==> config.mk <==
export PLATFORM = sky130hd
export DESIGN_NAME = ilc_classify
export DESIGN_NICKNAME = d
export VERILOG_FILES = /design/src/rtl/ilc_pkg.sv /design/src/rtl/ilc_classify.sv
export SDC_FILE = /design/constraint.sdc
export NUM_CORES = 1
export LEC_CHECK = 0
export CAP_MARGIN = 20
export CORE_AREA = 8 8 45 47
export DETAILED_ROUTE_END_ITERATION = 12
export DIE_AREA = 0 0 53 55
export DONT_BUFFER_PORTS = 1
export GPL_TIMING_DRIVEN = 0
export PLACE_DENSITY_LB_ADDON = 0.15
export SYNTH_ARGS = -nofsm -noshare
export SYNTH_HDL_FRONTEND = slang
export SYNTH_SLANG_ARGS = --single-unit
==> constraint.sdc <==
create_clock -name vclk -period 1.98
set_input_delay 0.396 -clock vclk [all_inputs]
set_output_delay 0.396 -clock vclk [all_outputs]
set_load 0.01 [all_outputs]
==> src/rtl/ilc_pkg.sv <==
package ilc_pkg;
  localparam int FEAT_W = 4;
  localparam int F_MUL  = 0;
  localparam int F_DIV  = 1;
  localparam int F_SHF  = 2;
  localparam int F_SXT  = 3;

  // Instruction classes seen by the legality logic
  typedef enum logic [3:0] {
    K_PLAIN,
    K_MUL,
    K_DIV,
    K_SEXT,
    K_SHL,
    K_SHR_IMM,
    K_SHR_REG,
    K_SYS,
    K_USER,
    K_WCSR
  } kind_e;

  typedef struct packed {
    logic illegal;
    logic syscall;
    logic brk;
    logic csr_bad;
  } verdict_t;

  localparam int VERDICT_W = $bits(verdict_t);
endpackage

==> src/rtl/ilc_classify.sv <==
module ilc_classify
  import ilc_pkg::*;
#(
  parameter int OPC_W = 6,
  parameter logic [OPC_W-1:0] OPC_MUL_R  = 6'h22,
  parameter logic [OPC_W-1:0] OPC_MUL_I  = 6'h02,
  parameter logic [OPC_W-1:0] OPC_DIV    = 6'h23,
  parameter logic [OPC_W-1:0] OPC_MOD    = 6'h31,
  parameter logic [OPC_W-1:0] OPC_SXB    = 6'h2C,
  parameter logic [OPC_W-1:0] OPC_SXH    = 6'h37,
  parameter logic [OPC_W-1:0] OPC_SL_R   = 6'h2F,
  parameter logic [OPC_W-1:0] OPC_SL_I   = 6'h0F,
  parameter logic [OPC_W-1:0] OPC_SR_R   = 6'h25,
  parameter logic [OPC_W-1:0] OPC_SR_I   = 6'h05,
  parameter logic [OPC_W-1:0] OPC_SRU_R  = 6'h20,
  parameter logic [OPC_W-1:0] OPC_SRU_I  = 6'h00,
  parameter logic [OPC_W-1:0] OPC_SYS    = 6'h2B,
  parameter logic [OPC_W-1:0] OPC_USER   = 6'h33,
  parameter logic [OPC_W-1:0] OPC_WCSR   = 6'h34
) (
  input  logic [OPC_W-1:0] opc,
  output kind_e            kind
);

  always_comb begin
    kind = K_PLAIN;
    if (opc == OPC_MUL_R || opc == OPC_MUL_I)      kind = K_MUL;
    else if (opc == OPC_DIV || opc == OPC_MOD)     kind = K_DIV;
    else if (opc == OPC_SXB || opc == OPC_SXH)     kind = K_SEXT;
    else if (opc == OPC_SL_R || opc == OPC_SL_I)   kind = K_SHL;
    else if (opc == OPC_SR_I || opc == OPC_SRU_I)  kind = K_SHR_IMM;
    else if (opc == OPC_SR_R || opc == OPC_SRU_R)  kind = K_SHR_REG;
    else if (opc == OPC_SYS)                       kind = K_SYS;
    else if (opc == OPC_USER)                      kind = K_USER;
    else if (opc == OPC_WCSR)                      kind = K_WCSR;
  end

endmodule

==> key figures, run 1 <==
Synthesis
  – Adder-Cell Fraction of Synth Area: 0%
  – Largest family of logic cells by synthesized area: simple AND/OR/NAND/NOR gates
  – Post-synth cell types: 21
  – Synth Area in XOR/XNOR: 12.3%
  – Top cells by area, synth: nor4b_1 (8.2%), xnor2_1 (8.2%), buf_2 (7.0%)
  – Post-Synthesis Cells: 30
  – Multiplexer area fraction after synthesis: 0%
  – Post-Synth Simple-Gate Area: 48.5%
  – Top-area cell type share of the netlist area: 8.19%
  – Post-Syn Area: 214 um2
  – Synth Net Count: 36
  – Dominant cell type by area after synthesis: nor4b_1
  – Average size of a mapped cell: 7.13 um2
  – Sequential element share of the synthesized area: 0%
  – YS warnings: 0
  – Synth Area in Compound Gates: 25.1%
  – Most numerous cell in the Yosys netlist: buf_2

Routing
  – Detailed Route WL: 624 um
  – Via density: 5.11
  – Vias: 235
  – DR iter-0 viols: 19
  – Wirelength per Cell: 13.6 um
  – Final ANT Viol Nets: 0
  – First-pass DRT Iterations: 4
  – # DRC: 0

Finish
  – Filler cells: 161
  – Nets: 38
  – ANT cells: 0
  – Number of sequential cells: 0
  – Syn-to-layout area delta: 9.36%
  – Multi-input gate area: 184 um2
  – Clock buf count: 0
  – Share of layout cells above drive strength 1: 16.7%
  – Design area: 234 um2
  – FF+latch area: 0 um2

STA
  – F_max: 0.561 GHz
  – Slew margin rel.: 73.1%
  – Final min period: 1.78 ns
  – Fin. Hold Viols: 0
  – TNS Setup: 0 ns
  – Max Slew Vio Count: 0
  – Slew @ Worst Pin: 0.402 ns
  – Setup-violating endpoint count in the final report: 0
  – RSZ-0062 raised after global routing: no
  – Part of the cycle the worst path needs: 90.0%

Placed design
  – Port bufs: 0
  – Dpl cell area: 234 um2
  – Hpwl dp: 473 um
  – RePlAce Congestion: 0.762

Pwr
  – Pwr Density: 164 nW/um2
  – Leak: 0.0740 nW
  – Peak VDD IR: 42.7 uV

Global routing
  – Initial antenna violation count: 0
  – GRT Overall Usage: 3.92%
  – Global-route wire length before repair: 910 um
  – Overflow after GRT: 0
  – Vias in the first global route: 176
  – Pin count of the biggest net entering global routing: 11

Setup path
  – Startpoint types: input pin
  – CP required: 1.58 ns
  – Critical path class: input pin to output port
  – Nature of the critical path endpoint: output port
  – Worst EP arrival: 1.39 ns
  – Critical path launch point: opc[1]
  – CP Max Fanout: 10

Floorplanning
  – Core Region: 1380 um2
  – # IOs: 10
  – Initial Util: 15.5%
  – Chip width: 53 um
  – Die area: 2920 um2
  – Row count: 14
  – Die height: 55 um

Clock network
  – Post-CTS sizing: 0
  – Cts hold-fix bufs: 0
  – # Post-CTS Setup Buffers: 0

Run status
  – Outcome: completed

Flow run
  – Max-Cap Viols: 0

Hold path
  – Hold Path Stages: 1
  – Worst hold start: opc[4]
  – Hold crit path type: input pin to output port
==> cell families after synthesis <==
logic type	after synthesis
AOI/OAI and AO/OA	8
buffers and inverters	5
xor gates and xnor gates	3
and+or+nand+nor	14
==> area by class of cell <==
type                            count  share of cell area [%]
Inverter                            1                    1.60
Multi-Input combinational cell     25                    78.6
Tap cell                           16                    8.56
Buffer                              4                    11.2
==> path summary, 6_finish.rpt <==
| kind | endpoint |
|---|---|
| max | kind[1] |
| min | kind[2] |
==> placed cells by master, fill, tap and decap left out <==
cell type  n
xor2_1     1
or4_1      2
o211a_1    1
inv_1      1
nand3_1    1
and2b_2    1
nor2b_1    2
nor3b_1    2
nor4_1     1
o21ai_0    2
a211oi_1   1
xnor2_1    2
buf_6      1
a21oi_1    1
a31oi_1    2
o221ai_1   1
buf_2      3
nand4_1    1
nor4b_1    2
nor4bb_1   1
or2b_1     1
==> through the flow <==
stage / total power (W) / std cells / setup slack [ns] / hold WS, ns / util [%]
global placement: 0.0000385 / 46 / 0.183 / 0.851 / 16.9
global route: 0.0000421 / 46 / 0.140 / 0.851 / 16.9
detailed placement: 0.0000387 / 46 / 0.174 / 0.850 / 16.9
CTS: 0.0000388 / 46 / 0.174 / 0.850 / 16.9
finish: 0.0000385 / 46 / 0.198 / 0.847 / 16.9
floorplan: 0.0000331 / 30 / 0.278 / 0.836 / -
==> worst max-delay path: stages <==
cell     delay (ns)
buf_2          0.16
or4_1          0.50
a31oi_1        0.32
==> per-layer routing <==
| metal | vias to the layer above | GRT usage [%] | routed length, um |
|---|---|---|---|
| li1 | 116 | - | - |
| met1 | 109 | 4.68 | 224 |
| met2 | 10 | 7.23 | 332 |
| met3 | 0 | 1.07 | 67 |
| met4 | 0 | 0 | 0 |
| met5 | - | 0 | 0 |
==> report_power, final <==
part / leakage, nW / internal [W] / switching [W]
sequential: 0 / 0 / 0
combinational: 0.0740 / 0.0000178 / 0.0000207
clock: 0 / 0 / 0
Note: power is estimated with default switching activity, not from simulation.
==> run 2: changes to the inputs <==
--- a/config.mk
+++ b/config.mk
@@ -12,6 +12,7 @@
 export DONT_BUFFER_PORTS = 1
 export GPL_TIMING_DRIVEN = 0
 export PLACE_DENSITY_LB_ADDON = 0.15
+export REMOVE_ABC_BUFFERS = 1
 export SYNTH_ARGS = -nofsm -noshare
 export SYNTH_HDL_FRONTEND = slang
 export SYNTH_SLANG_ARGS = --single-unit
==> run 2 against run 1 <==
Die area did not move; maximum frequency is 9.8% higher; flip-flop and latch count did not move; cell area is 11% lower; cell count decreased by 8.7%; global-route usage increased by 0.60 points; wire length increased by 2.2%; largest cell class unchanged; largest power group unchanged; highest routed layer unchanged.
==> key figures, run 2 (synthesis results as in run 1) <==
Floorplanning
  – Row count: 14 (unchanged)
  – Initial Util: 15.5% (unchanged)
  – Die height: 55 um (unchanged)
  – # IOs: 10 (unchanged)
  – Chip width: 53 um (unchanged)
  – Die area: 2920 um2 (unchanged)
  – Core Region: 1380 um2 (unchanged)

Global routing
  – Pin count of the biggest net entering global routing: 12 (+1)
  – Global-route wire length before repair: 1080 um (+19%)
  – Fraction of met3 tracks used by global routing: 1.07% (unchanged)
  – GRT met2 Usage: 9.57% (+2.3 points)
  – Vias in the first global route: 223 (+27%)
  – GRT Overall Usage: 4.52% (+0.60 points)
  – GR peak layer: met2
  – Overflow after GRT: 0 (unchanged)
  – Grt met1 use: 4.52% (-0.15 points)
  – Initial antenna violation count: 0 (unchanged)

Placed design
  – Port bufs: 0 (unchanged)
  – Pre-CTS setup slack: 0.324 ns (+0.150 ns)
  – RePlAce Congestion: 0.684 (-10%)

Finish
  – ANT cells: 0 (unchanged)
  – FF+latch area: 0 um2 (unchanged)
  – Util after Layout: 15.0% (-1.9 points)
  – Clock buf count: 0 (unchanged)
  – Share of layout cells above drive strength 1: 3.85% (-13 points)
  – Nets: 34 (-11%)
  – Number of sequential cells: 0 (unchanged)
  – Syn-to-layout area delta: -2.92%

Clock network
  – # Post-CTS Setup Buffers: 0 (unchanged)
  – Post-CTS sizing: 0 (unchanged)
  – Cts hold-fix bufs: 0 (unchanged)

Routing
  – # DRC: 0 (unchanged)
  – Final ANT Viol Nets: 0 (unchanged)
  – Vias: 222 (-5.5%)
  – Via density: 5.29 (+3.5%)
  – Detailed Route WL: 638 um (+2.2%)
  – Wirelength per Cell: 15.2 um (+12%)
  – First-pass DRT Iterations: 4 (unchanged)
  – DR iter-0 viols: 3 (-16)

Setup path
  – Critical path class: input pin to output port
  – Worst EP arrival: 1.23 ns (-0.16 ns)
  – Critical path launch point: opc[3]
  – Startpoint types: input pin
  – Slowest stage delay, CP: 0.39 ns (-0.11 ns)
  – Nature of the critical path endpoint: output port
  – CP cell instances: xor2_1 > or4_1 > a31oi_1
  – CP required: 1.58 ns (about the same)
  – Critical-path top delay cell: or4_1
  – CP Max Fanout: 10 (unchanged)

Flow run
  – Max-Cap Viols: 0 (unchanged)

STA
  – RSZ-0062 raised after global routing: no
  – Fin. Hold Viols: 0 (unchanged)
  – TNS Setup: 0 ns (unchanged)
  – Final worst setup slack: 0.356 ns (+0.159 ns)
  – F_max: 0.616 GHz (+9.8%)
  – Max Slew Vio Count: 0 (unchanged)
  – Final min period: 1.62 ns (-0.159 ns)
  – Slew margin rel.: 73.5% (+0.38 points)
  – Hold_ws: 0.849 ns (+0.00189 ns)
  – Setup-violating endpoint count in the final report: 0 (unchanged)
  – Slew @ Worst Pin: 0.397 ns (-0.00568 ns)
  – Part of the cycle the worst path needs: 82.0% (-8.0 points)

Run status
  – Outcome: completed

Pwr
  – Comb pwr share: 100.0% (about the same)
  – Total power: 0.0000236 W (-39%)
  – Sw power: 0.00000948 W (-54%)
  – Peak VDD IR: 27.5 uV (-36%)
  – Share of power burned in registers: 0% (unchanged)
  – Clock power share: 0% (unchanged)
  – Leak: 0.0562 nW (-24%)
  – Int Power: 0.0000142 W (-20%)
  – Switching share of power: 40.1% (-14 points)
  – Pwr Density: 114 nW/um2 (-31%)

Hold path
  – Worst hold start: opc[4]
  – Hold crit path type: input pin to output port
[run 2: layout make-up]
type / instances / area [um2]
Fill cell: 162 / 1180
Multi-Input combinational cell: 25 / 184
Inverter: 1 / 3.75
Tap cell: 16 / 20.0
[run 2: power by group through the flow]
stage	combinational [W]	clock, W	sequential, W
6_report	0.0000236	0	0
3_5_place_dp	0.0000241	0	0
5_1_grt	0.0000267	0	0
3_3_place_gp	0.0000240	0	0
2_1_floorplan	0.0000216	0	0
4_1_cts	0.0000242	0	0
[run 2: routing by layer]
layer,share of wire [%],vias up,wire length [um]
met3,6.0,0,38
met5,0,-,0
met1,42,111,271
met4,0,0,0
met2,52,2,329
li1,-,109,-
[run 2: worst max-delay path: cells and delay by family]
family | cells | cell delay [ns]
AOI/OAI and AO/OA | 1 | 0.31
xor gates and xnor gates | 1 | 0.13
and+or+nand+nor | 1 | 0.39
[run 2: stage by stage]
stage	cells	instance area, um2
after global routing	42	208
after global placement	42	208
after detailed placement	42	208
after floorplan	26	188
after CTS	42	208
final	42	208
[run 2: path summary, 6_finish.rpt]
path  slack (ns)  cells past startpoint       to
min         0.85                      1  kind[2]
max         0.36                      3  kind[1]
